`src/rtl/lor_adder_pkg.sv`:
```
package lor_adder_pkg;

  // Number of prefix-combine levels needed to span w bit positions.
  function automatic int prefix_depth(input int w);
    int d;
    d = 0;
    while ((1 << d) < w) d++;
    return d;
  endfunction

endpackage

```
`src/rtl/lor_or_lower.sv`:
```
// Carry-free low field: each result bit is the OR of the operand bits.
module lor_or_lower #(
  parameter int L = 4
) (
  input  logic [L-1:0] a_i,
  input  logic [L-1:0] b_i,
  output logic [L-1:0] y_o
);
  for (genvar i = 0; i < L; i++) begin : g_bit
    assign y_o[i] = a_i[i] | b_i[i];
  end
endmodule

```
`src/rtl/lor_carry_guess.sv`:
```
// Single-gate estimate of the carry leaving the low field.
module lor_carry_guess (
  input  logic a_top_i,
  input  logic b_top_i,
  output logic c_o
);
  assign c_o = a_top_i & b_top_i;
endmodule

```
`src/rtl/lor_prefix_upper.sv`:
```
// Exact W-bit parallel-prefix (log-depth) adder with carry-in.
module lor_prefix_upper
  import lor_adder_pkg::*;
#(
  parameter int W = 8
) (
  input  logic [W-1:0] a_i,
  input  logic [W-1:0] b_i,
  input  logic         cin_i,
  output logic [W-1:0] sum_o,
  output logic         cout_o
);
  localparam int S = prefix_depth(W);

  logic [W-1:0] prop;
  logic [W-1:0] gen [S+1];
  logic [W-1:0] grp [S+1];
  logic [W:0]   carry;

  assign prop = a_i ^ b_i;

  // Level 0: fold the carry-in into the generate term of bit 0.
  for (genvar i = 0; i < W; i++) begin : g_lvl0
    if (i == 0) begin : g_first
      assign gen[0][i] = (a_i[i] & b_i[i]) | (prop[i] & cin_i);
    end else begin : g_rest
      assign gen[0][i] = a_i[i] & b_i[i];
    end
    assign grp[0][i] = prop[i];
  end

  // Combine levels at doubling span.
  for (genvar k = 1; k <= S; k++) begin : g_lvl
    localparam int D = 1 << (k - 1);
    for (genvar i = 0; i < W; i++) begin : g_col
      if (i >= D) begin : g_merge
        assign gen[k][i] = gen[k-1][i] | (grp[k-1][i] & gen[k-1][i-D]);
        assign grp[k][i] = grp[k-1][i] & grp[k-1][i-D];
      end else begin : g_pass
        assign gen[k][i] = gen[k-1][i];
        assign grp[k][i] = grp[k-1][i];
      end
    end
  end

  assign carry[0]   = cin_i;
  assign carry[W:1] = gen[S];
  assign sum_o      = prop ^ carry[W-1:0];
  assign cout_o     = carry[W];
endmodule

```
`src/rtl/lor_adder.sv`:
```
// Lower-part OR approximate adder, L <= N.
module lor_adder #(
  parameter int N = 16,
  parameter int L = 6
) (
  input  logic [N-1:0] a_i,
  input  logic [N-1:0] b_i,
  output logic [N:0]   sum_o
);
  localparam int W = N - L;

  if (L == 0) begin : g_exact
    logic [N-1:0] up_sum;
    logic         up_co;
    lor_prefix_upper #(.W(N)) u_upper (
      .a_i(a_i), .b_i(b_i), .cin_i(1'b0), .sum_o(up_sum), .cout_o(up_co)
    );
    assign sum_o = {up_co, up_sum};
  end else if (W == 0) begin : g_or_only
    logic [L-1:0] lo;
    logic         guess;
    lor_or_lower #(.L(L)) u_lower (.a_i(a_i), .b_i(b_i), .y_o(lo));
    lor_carry_guess u_guess (.a_top_i(a_i[L-1]), .b_top_i(b_i[L-1]), .c_o(guess));
    assign sum_o = {guess, lo};
  end else begin : g_split
    logic [L-1:0] lo;
    logic         guess;
    logic [W-1:0] up_sum;
    logic         up_co;
    lor_or_lower #(.L(L)) u_lower (.a_i(a_i[L-1:0]), .b_i(b_i[L-1:0]), .y_o(lo));
    lor_carry_guess u_guess (.a_top_i(a_i[L-1]), .b_top_i(b_i[L-1]), .c_o(guess));
    lor_prefix_upper #(.W(W)) u_upper (
      .a_i(a_i[N-1:L]), .b_i(b_i[N-1:L]), .cin_i(guess),
      .sum_o(up_sum), .cout_o(up_co)
    );
    assign sum_o = {up_co, up_sum, lo};
  end
endmodule

```
`config.mk`:
```
export PLATFORM = sky130hd
export DESIGN_NAME = lor_adder
export DESIGN_NICKNAME = d
export VERILOG_FILES = /design/src/rtl/lor_adder_pkg.sv /design/src/rtl/lor_or_lower.sv /design/src/rtl/lor_carry_guess.sv /design/src/rtl/lor_prefix_upper.sv /design/src/rtl/lor_adder.sv
export SDC_FILE = /design/constraint.sdc
export NUM_CORES = 1
export LEC_CHECK = 0
export BUFFER_PORTS_ARGS = -buffer_cell sky130_fd_sc_hd__buf_2
export CAP_MARGIN = 20
export CORE_ASPECT_RATIO = 0.75
export CORE_MARGIN = 2
export CORE_UTILIZATION = 28
export DETAILED_ROUTE_END_ITERATION = 12
export PLACE_DENSITY = 0.71
export SLEW_MARGIN = 15
export SYNTH_ARGS = -nofsm -noshare
export SYNTH_HDL_FRONTEND = slang
export SYNTH_HIERARCHICAL = 1
export SYNTH_SLANG_ARGS = --single-unit
```
`constraint.sdc`:
```
create_clock -name vclk -period 4.17
set_clock_uncertainty 0.1 [all_clocks]
set_input_delay 1.251 -clock vclk [all_inputs]
set_output_delay 1.251 -clock vclk [all_outputs]
set_load 0.005 [all_outputs]
```
Word level (Yosys, flattened, before mapping). Index checks and enable logic that the tools add are counted.

Register bits after elaboration: 0. Bits of input ports: 32. Output and inout bits: 17. Logic and storage cells: 87.

Bitwise operators: 87.

Operators by type and width (number): 1-bit AND (53); 1-bit bitwise OR (32); 10-bit bitwise XOR (2).

Longest topological paths before layout. Gate-level depths: netlist of run 1.

Depth after elaboration: 10. Gate-level depth with buffers: 8.

Modules after synthesis. Netlist of run 1, hierarchy kept.

By module, submodules not included: lor_prefix_upper (times used 1, cells an instance 53, area an instance 455.4 um^2, sequential area each 0.0 um^2); lor_or_lower (times used 1, cells an instance 6, area an instance 37.5 um^2, sequential area each 0.0 um^2); lor_adder (times used 1, cells an instance 1, area an instance 7.5 um^2, sequential area each 0.0 um^2); lor_carry_guess (times used 1, cells an instance 1, area an instance 6.3 um^2, sequential area each 0.0 um^2).

Worst setup path before layout of run 1. No wires, ideal clock.

Kind: input-to-output. Start: input port a_i[5]. End: output port sum_o[16]. Arrival: 2944 ps. Data required time: 2819 ps. Path slack: -125 ps. Cell stages on the path: 8. Cells stage by stage: and2_1 fa_1 fa_1 a21o_1 a21oi_2 o31a_4 o21ai_2 buf_4.

Longest elaborated chain between the ends: 7.

RTL lines: start, declared (line lor_adder.sv:6) `input logic [N-1:0] a_i,`; 1-bit AND (line lor_carry_guess.sv:7) `assign c_o = a_top_i & b_top_i;`; 1-bit AND (line lor_prefix_upper.sv:25) `assign gen[0][i] = (a_i[i] & b_i[i]) | (prop[i] & cin_i);`; 1-bit bitwise OR (line lor_prefix_upper.sv:25); 1-bit AND (line lor_prefix_upper.sv:37) `assign gen[k][i] = gen[k-1][i] | (grp[k-1][i] & gen[k-1][i-D]);`; 1-bit bitwise OR (line lor_prefix_upper.sv:37); 1-bit AND (line lor_prefix_upper.sv:37); 1-bit bitwise OR (line lor_prefix_upper.sv:37); end, declared (line lor_adder.sv:8) `output logic [N:0] sum_o`.

No other way between the ends.

Worst setup path after layout of run 1.
Start: input port a_i[5]. End: output port sum_o[14].

Longest elaborated chain between the ends: 10.

RTL lines: 1-bit AND (line lor_carry_guess.sv:7); named net g_split.guess (line lor_adder.sv:27) `logic guess;`; 1-bit AND (line lor_prefix_upper.sv:25); 1-bit bitwise OR (line lor_prefix_upper.sv:25); 1-bit AND (line lor_prefix_upper.sv:37); 1-bit bitwise OR (line lor_prefix_upper.sv:37); 1-bit AND (line lor_prefix_upper.sv:37); 1-bit bitwise OR (line lor_prefix_upper.sv:37); 1-bit AND (line lor_prefix_upper.sv:37); 1-bit bitwise OR (line lor_prefix_upper.sv:37); 10-bit bitwise XOR (line lor_prefix_upper.sv:48) `assign sum_o = prop ^ carry[W-1:0];`.

The timed path passes the listed nets, and every way through them passes these cells.

==> out/qor.yml, run 1 <==
status:
  outcome: "finished with violations"
  violations: "negative setup slack"
detailed_routing:
  drc: 0
  vias: 629
  firstDrtPassIters: 2
  vias_per_cell: 4.659
  totalWireLength_um: 1223
  wire_per_inst_um: 9.059
  antenna_left: 0
  drt_iter0_drc: 3
critical_path:
  path_max_fanout: 3
  setup.worst_path.start_class: "input pin"
  cp.arrival_ns: 2.94
  crit_type: "in2out"
  endpoint_kind: "output port"
  required_ns: 2.82
die:
  die_h_um: 40.84
  initial_core_util_pct: 29.39
  die_x_um: 53.12
  core_area_um2: 1724
  rows: 13
  die-area_um2: 2169
  io_pins: 49
place:
  place_congestion: 0.6741
  dp_hpwl_um: 1160
  buffer_ports.inserted: 49
  dp.cells: 135
final_layout:
  diodes: 0
  drive_gt1_share_pct: 58.41
  fin_nets: 158
  seq_cells: 0
  n_clock_buffer: 0
  seqCellArea_um2: 0
  final_core_util_pct: 48.98
  final_cells: 135
  syn_to_final_growth_pct: 66.67
clock_tree:
  cts_hold_buf: 0
power_and_ir_drop:
  worst_ir_drop_vdd_mv: 0.06908
  p_comb_share_pct: 100.0
  p_seq_share_pct: 0
  clkPwrFrac_pct: 0
  p_leak_nw: 0.4499
  switching_power_w: 0.00005610
  p_int_w: 0.00007071
  swShare_pct: 44.24
  p_total_w: 0.0001268
  power_density_nw_per_um2: 150.2
timing:
  min_period_ns: 4.289
  setup_violations: 4
  rsz0062_at_grt: "true"
  timing.slew.headroom_pct: 85.21
  hold_viol: 0
  report.final.slew_viol_count: 0
  period_share_pct: 102.9
  fin_ws_ns: -0.1191
  tightestPinTransition_ns: 0.2218
  fmax_mhz: 233.1
  tns_ns: -0.3510
global_route:
  grt_usage_pct: 10.30
  antenna_found_initial: 0
  grt_pass1_wl_um: 1718
  first_global_vias: 462
  grt_max_degree: 7
  grt_overflow_total: 0
synth:
  synth_top_cell_area_share_pct: 22.22
  syn_nets: 104
  synthMuxAreaShare_pct: 0
  ys_seq_area_share_pct: 0
  synth_top_family_by_area: "adder cells"
  synthesis.area_um2: 506.7
  yosysTopAreaCell: "ha_1"
  synthXorXnorAreaFrac_pct: 13.58
  synthCells: 61
  yosys.area_share.simple_pct: 25.43
  synth.top_cells.by_area: "ha_1 (22%), fa_1 (7.9%), or2_1 (7.4%), xnor2_1 (5.2%), xor2_1 (5.2%)"
  ys_types: 29
  synth-adder-area-share_pct: 30.12
  synth_warnings: 6
  avgSynthCellArea_um2: 8.307
  synth_compound_area_share_pct: 28.64
worst_hold_path:
  hp-class: "in2out"
flow_run:
  cap_violations: 0
[critical path, stage by stage]
cell and delay, ns:
buf_6 0.09, and2_4 0.14, fa_2 0.34, fa_2 0.35
a21o_1 0.21, a21oi_4 0.16, o31a_4 0.16, xnor2_2 0.10
buf_2 0.12
[stage by stage]
step | cell area, µm² | setup slack, ns | hold slack (ns)
floorplan | 511.7 | 0.01301 | 2.487
global placement | 807.0 | -0.1540 | 2.643
detailed placement | 807.0 | -0.1870 | 2.647
CTS | 830.8 | -0.1525 | 2.649
global route | 844.6 | -0.2037 | 2.651
finish | 844.6 | -0.1191 | 2.644
[logic make-up after synthesis]
| logic type | Yosys count |
|---|---|
| simple gates | 23 |
| buf+inv | 2 |
| fa+ha+maj | 11 |
| xor+xnor | 7 |
| compound gates | 18 |
[timing repair]
action / 4_1_cts / 5_1_grt
pin swaps: 2 / 5
resized for setup: 5 / 3
buffers inserted: 0 / 0
setup endpoints to repair: 5 / 6
[cells in the final DEF, fill, tap and decap left out, drive strengths merged, types with 2 or more instances in the layout]
master / count
nand2: 4
fa: 2
and2: 2
buf: 53
o21ai: 3
or2: 6
xor2: 3
nand2b: 2
ha: 9
a21oi: 6
o2111ai: 2
nand3: 3
a21o: 3
xnor2: 4
[path summary, 6_finish.rpt]
kind              cells after the start  slack, ns    from         to
hold / removal                        3       2.64  a_i[3]   sum_o[3]
setup / recovery                      9      -0.12  a_i[5]  sum_o[14]
[power by group through the flow]
stage | registers [W] | logic, W | clock network (W)
detailed placement | 0 | 0.000121 | 0
floorplan | 0 | 0.0000718 | 0
global route | 0 | 0.000143 | 0
global placement | 0 | 0.000119 | 0
CTS | 0 | 0.000127 | 0
finish | 0 | 0.000127 | 0
[area by class of cell]
cell class / count / area [µm²]
well taps: 22 / 27.53
multi-input cells: 59 / 531.8
repair buffers: 53 / 281.5
inverters: 1 / 3.754
fillers: 177 / 879.6
[layer usage]
layer	GRT usage, %	vias up	share of wire, %
met5	0	-	0
met4	0	0	0
met3	0	0	7.5
met2	21.88	23	49
met1	12.66	274	43
li1	-	332	-
[synthesized netlist by cell type (2+ instances only)]
library cell / count
a21o_1: 3
a21oi_1: 4
a21oi_2: 2
and2_1: 2
fa_1: 2
ha_1: 9
nand2_1: 4
nand2b_1: 2
nand3_1: 3
o21ai_0: 2
or2_1: 6
xnor2_1: 3
xor2_1: 3
Note: power is estimated with default switching activity, not from simulation.
==> inputs of run 2 (changes only) <==
- CORE_ASPECT_RATIO: 0.75 -> unset
- CORE_UTILIZATION: 28 -> 35
- PLACE_DENSITY: 0.71 -> 0.85
==> out/qor.yml, run 2 (synthesized netlist as in run 1, its figures left out) <==
status:
  outcome: "finished with violations"
  violations: "negative setup slack"
final_layout:
  syn_to_final_growth_pct: 70.62
  seq_cells: 0  # unchanged
  final_core_util_pct: 64.82  # +16 points
  layout_commonest_cell: "buf_2"
  multi_input_area_um2: 543.0  # +2.1%
  seqCellArea_um2: 0  # unchanged
  finalInstanceArea_um2: 864.6  # +2.4%
  fillers: 137  # -23%
  fin_nets: 159  # +0.63%
  n_clock_buffer: 0  # unchanged
  final_cell_mix: "buf_2 (47), ha_1 (9), or2_1 (6)"
  diodes: 0  # unchanged
  final_cells: 129  # -4.4%
  drive_gt1_share_pct: 58.77  # +0.36 points
power_and_ir_drop:
  power_density_nw_per_um2: 155.8  # +3.8%
  worst_ir_drop_vdd_mv: 0.06510  # -5.8%
  p_leak_nw: 0.4592  # +2.1%
place:
  place_congestion: 0.7581  # +12%
  place_area_um2: 783.3  # -2.9%
  dp_hpwl_um: 1252  # +7.9%
  dp.cells: 126  # -6.7%
  buffer_ports.inserted: 49  # unchanged
die:
  die_x_um: 42.05  # -21%
  initial_core_util_pct: 37.99  # +8.6 points
  die-area_um2: 1768  # -18%
  core_area_um2: 1334  # -23%
  rows: 13  # unchanged
  io_pins: 49  # unchanged
  die_h_um: 42.05  # +3.0%
timing:
  fin_ws_ns: -0.1437  # -0.02459 ns
  rsz0062_at_grt: "true"
  fmax_mhz: 231.8  # -0.57%
  report.final.slew_viol_count: 0  # unchanged
  tns_ns: -0.6450  # -0.2940 ns
  timing.slew.headroom_pct: 85.78  # +0.57 points
  tightestPinTransition_ns: 0.2133  # -0.008583 ns
  period_share_pct: 103.4  # +0.59 points
  min_period_ns: 4.314  # +0.02459 ns
  setup_violations: 7  # +3
  hold_viol: 0  # unchanged
critical_path:
  worstPathCellList: "buf_6, and2_4, fa_2, fa_2, a21o_1, a21oi_4, o31a_4, xnor2_2, buf_2"
  crit_type: "in2out"
  max_stage_delay_ns: 0.36  # about the same
  cp.arrival_ns: 2.96  # +0.02 ns
  worst-path-buf-inv: 2  # unchanged
  required_ns: 2.82  # about the same
  setup.worst_path.start_class: "input pin"
  cp_slowest_cell: "fa_2"
  endpoint_kind: "output port"
  path_max_fanout: 3  # unchanged
  crit_family: "adder cells"
  cp_common_cell: "fa_2"
detailed_routing:
  vias: 636  # +1.1%
  totalWireLength_um: 1415  # +16%
  drc: 0  # unchanged
  drt_iter0_drc: 1  # -2
  firstDrtPassIters: 2  # unchanged
  vias_per_cell: 4.930  # +5.8%
  wire_per_inst_um: 10.97  # +21%
  antenna_left: 0  # unchanged
global_route:
  first_global_vias: 679  # +47%
  antenna_found_initial: 0  # unchanged
  grt_pass1_wl_um: 2539  # +48%
  grt_usage_pct: 17.04  # +6.7 points
  grt_max_degree: 7  # unchanged
  grt_overflow_total: 0  # unchanged
clock_tree:
  cts_hold_buf: 0  # unchanged
worst_hold_path:
  hp-class: "in2out"
flow_run:
  cap_violations: 0  # unchanged
## run 2: stage by stage
step                hold WS (ns)  setup WS, ns  total power [W]
floorplan                  2.487       0.01301       0.00007183
global placement           2.643       -0.1836        0.0001156
detailed placement         2.643       -0.2427        0.0001206
CTS                        2.642       -0.2247        0.0001283
global route               2.661       -0.2172        0.0001497
finish                     2.641       -0.1437        0.0001347
## run 2: worst min-delay path: cells and delay by family
kind	cells	cell delay [ns]
buf+inv	2	0.17
simple gates	1	0.07
## run 2: cell type report
type               count  share of cell area (%)
inverters              1                  0.4342
multi-input cells     59                   62.81
repair buffers        54                   34.59
well taps             15                   2.171
## run 2: path summary, 6_finish.rpt
path	from	endpoint	slack, ns	cells after the start
setup / recovery	a_i[5]	sum_o[14]	-0.14	9
hold / removal	a_i[3]	sum_o[3]	2.64	3
## run 2: report_power, final
part / switching [W] / total [W] / internal (W)
Sequential: 0 / 0 / 0
Combinational: 0.0000605 / 0.000135 / 0.0000742
Clock: 0 / 0 / 0
Total: 0.0000605 / 0.000135 / 0.0000742
## run 2: repair_timing
| action | CTS | global route |
|---|---|---|
| setup endpoints to repair | 4 | 7 |
| buffers inserted | 2 | 1 |
| gates resized for setup | 5 | 6 |
| pin swaps | 10 | 10 |
## run 2: per-layer routing
| layer | vias to the layer above | share of wire [%] | GRT usage [%] |
|---|---|---|---|
| met4 | 0 | 0 | 0 |
| li1 | 334 | - | - |
| met1 | 273 | 34 | 15.84 |
| met3 | 0 | 7.9 | 1.293 |
| met2 | 29 | 58 | 40.00 |
| met5 | - | 0 | 0 |
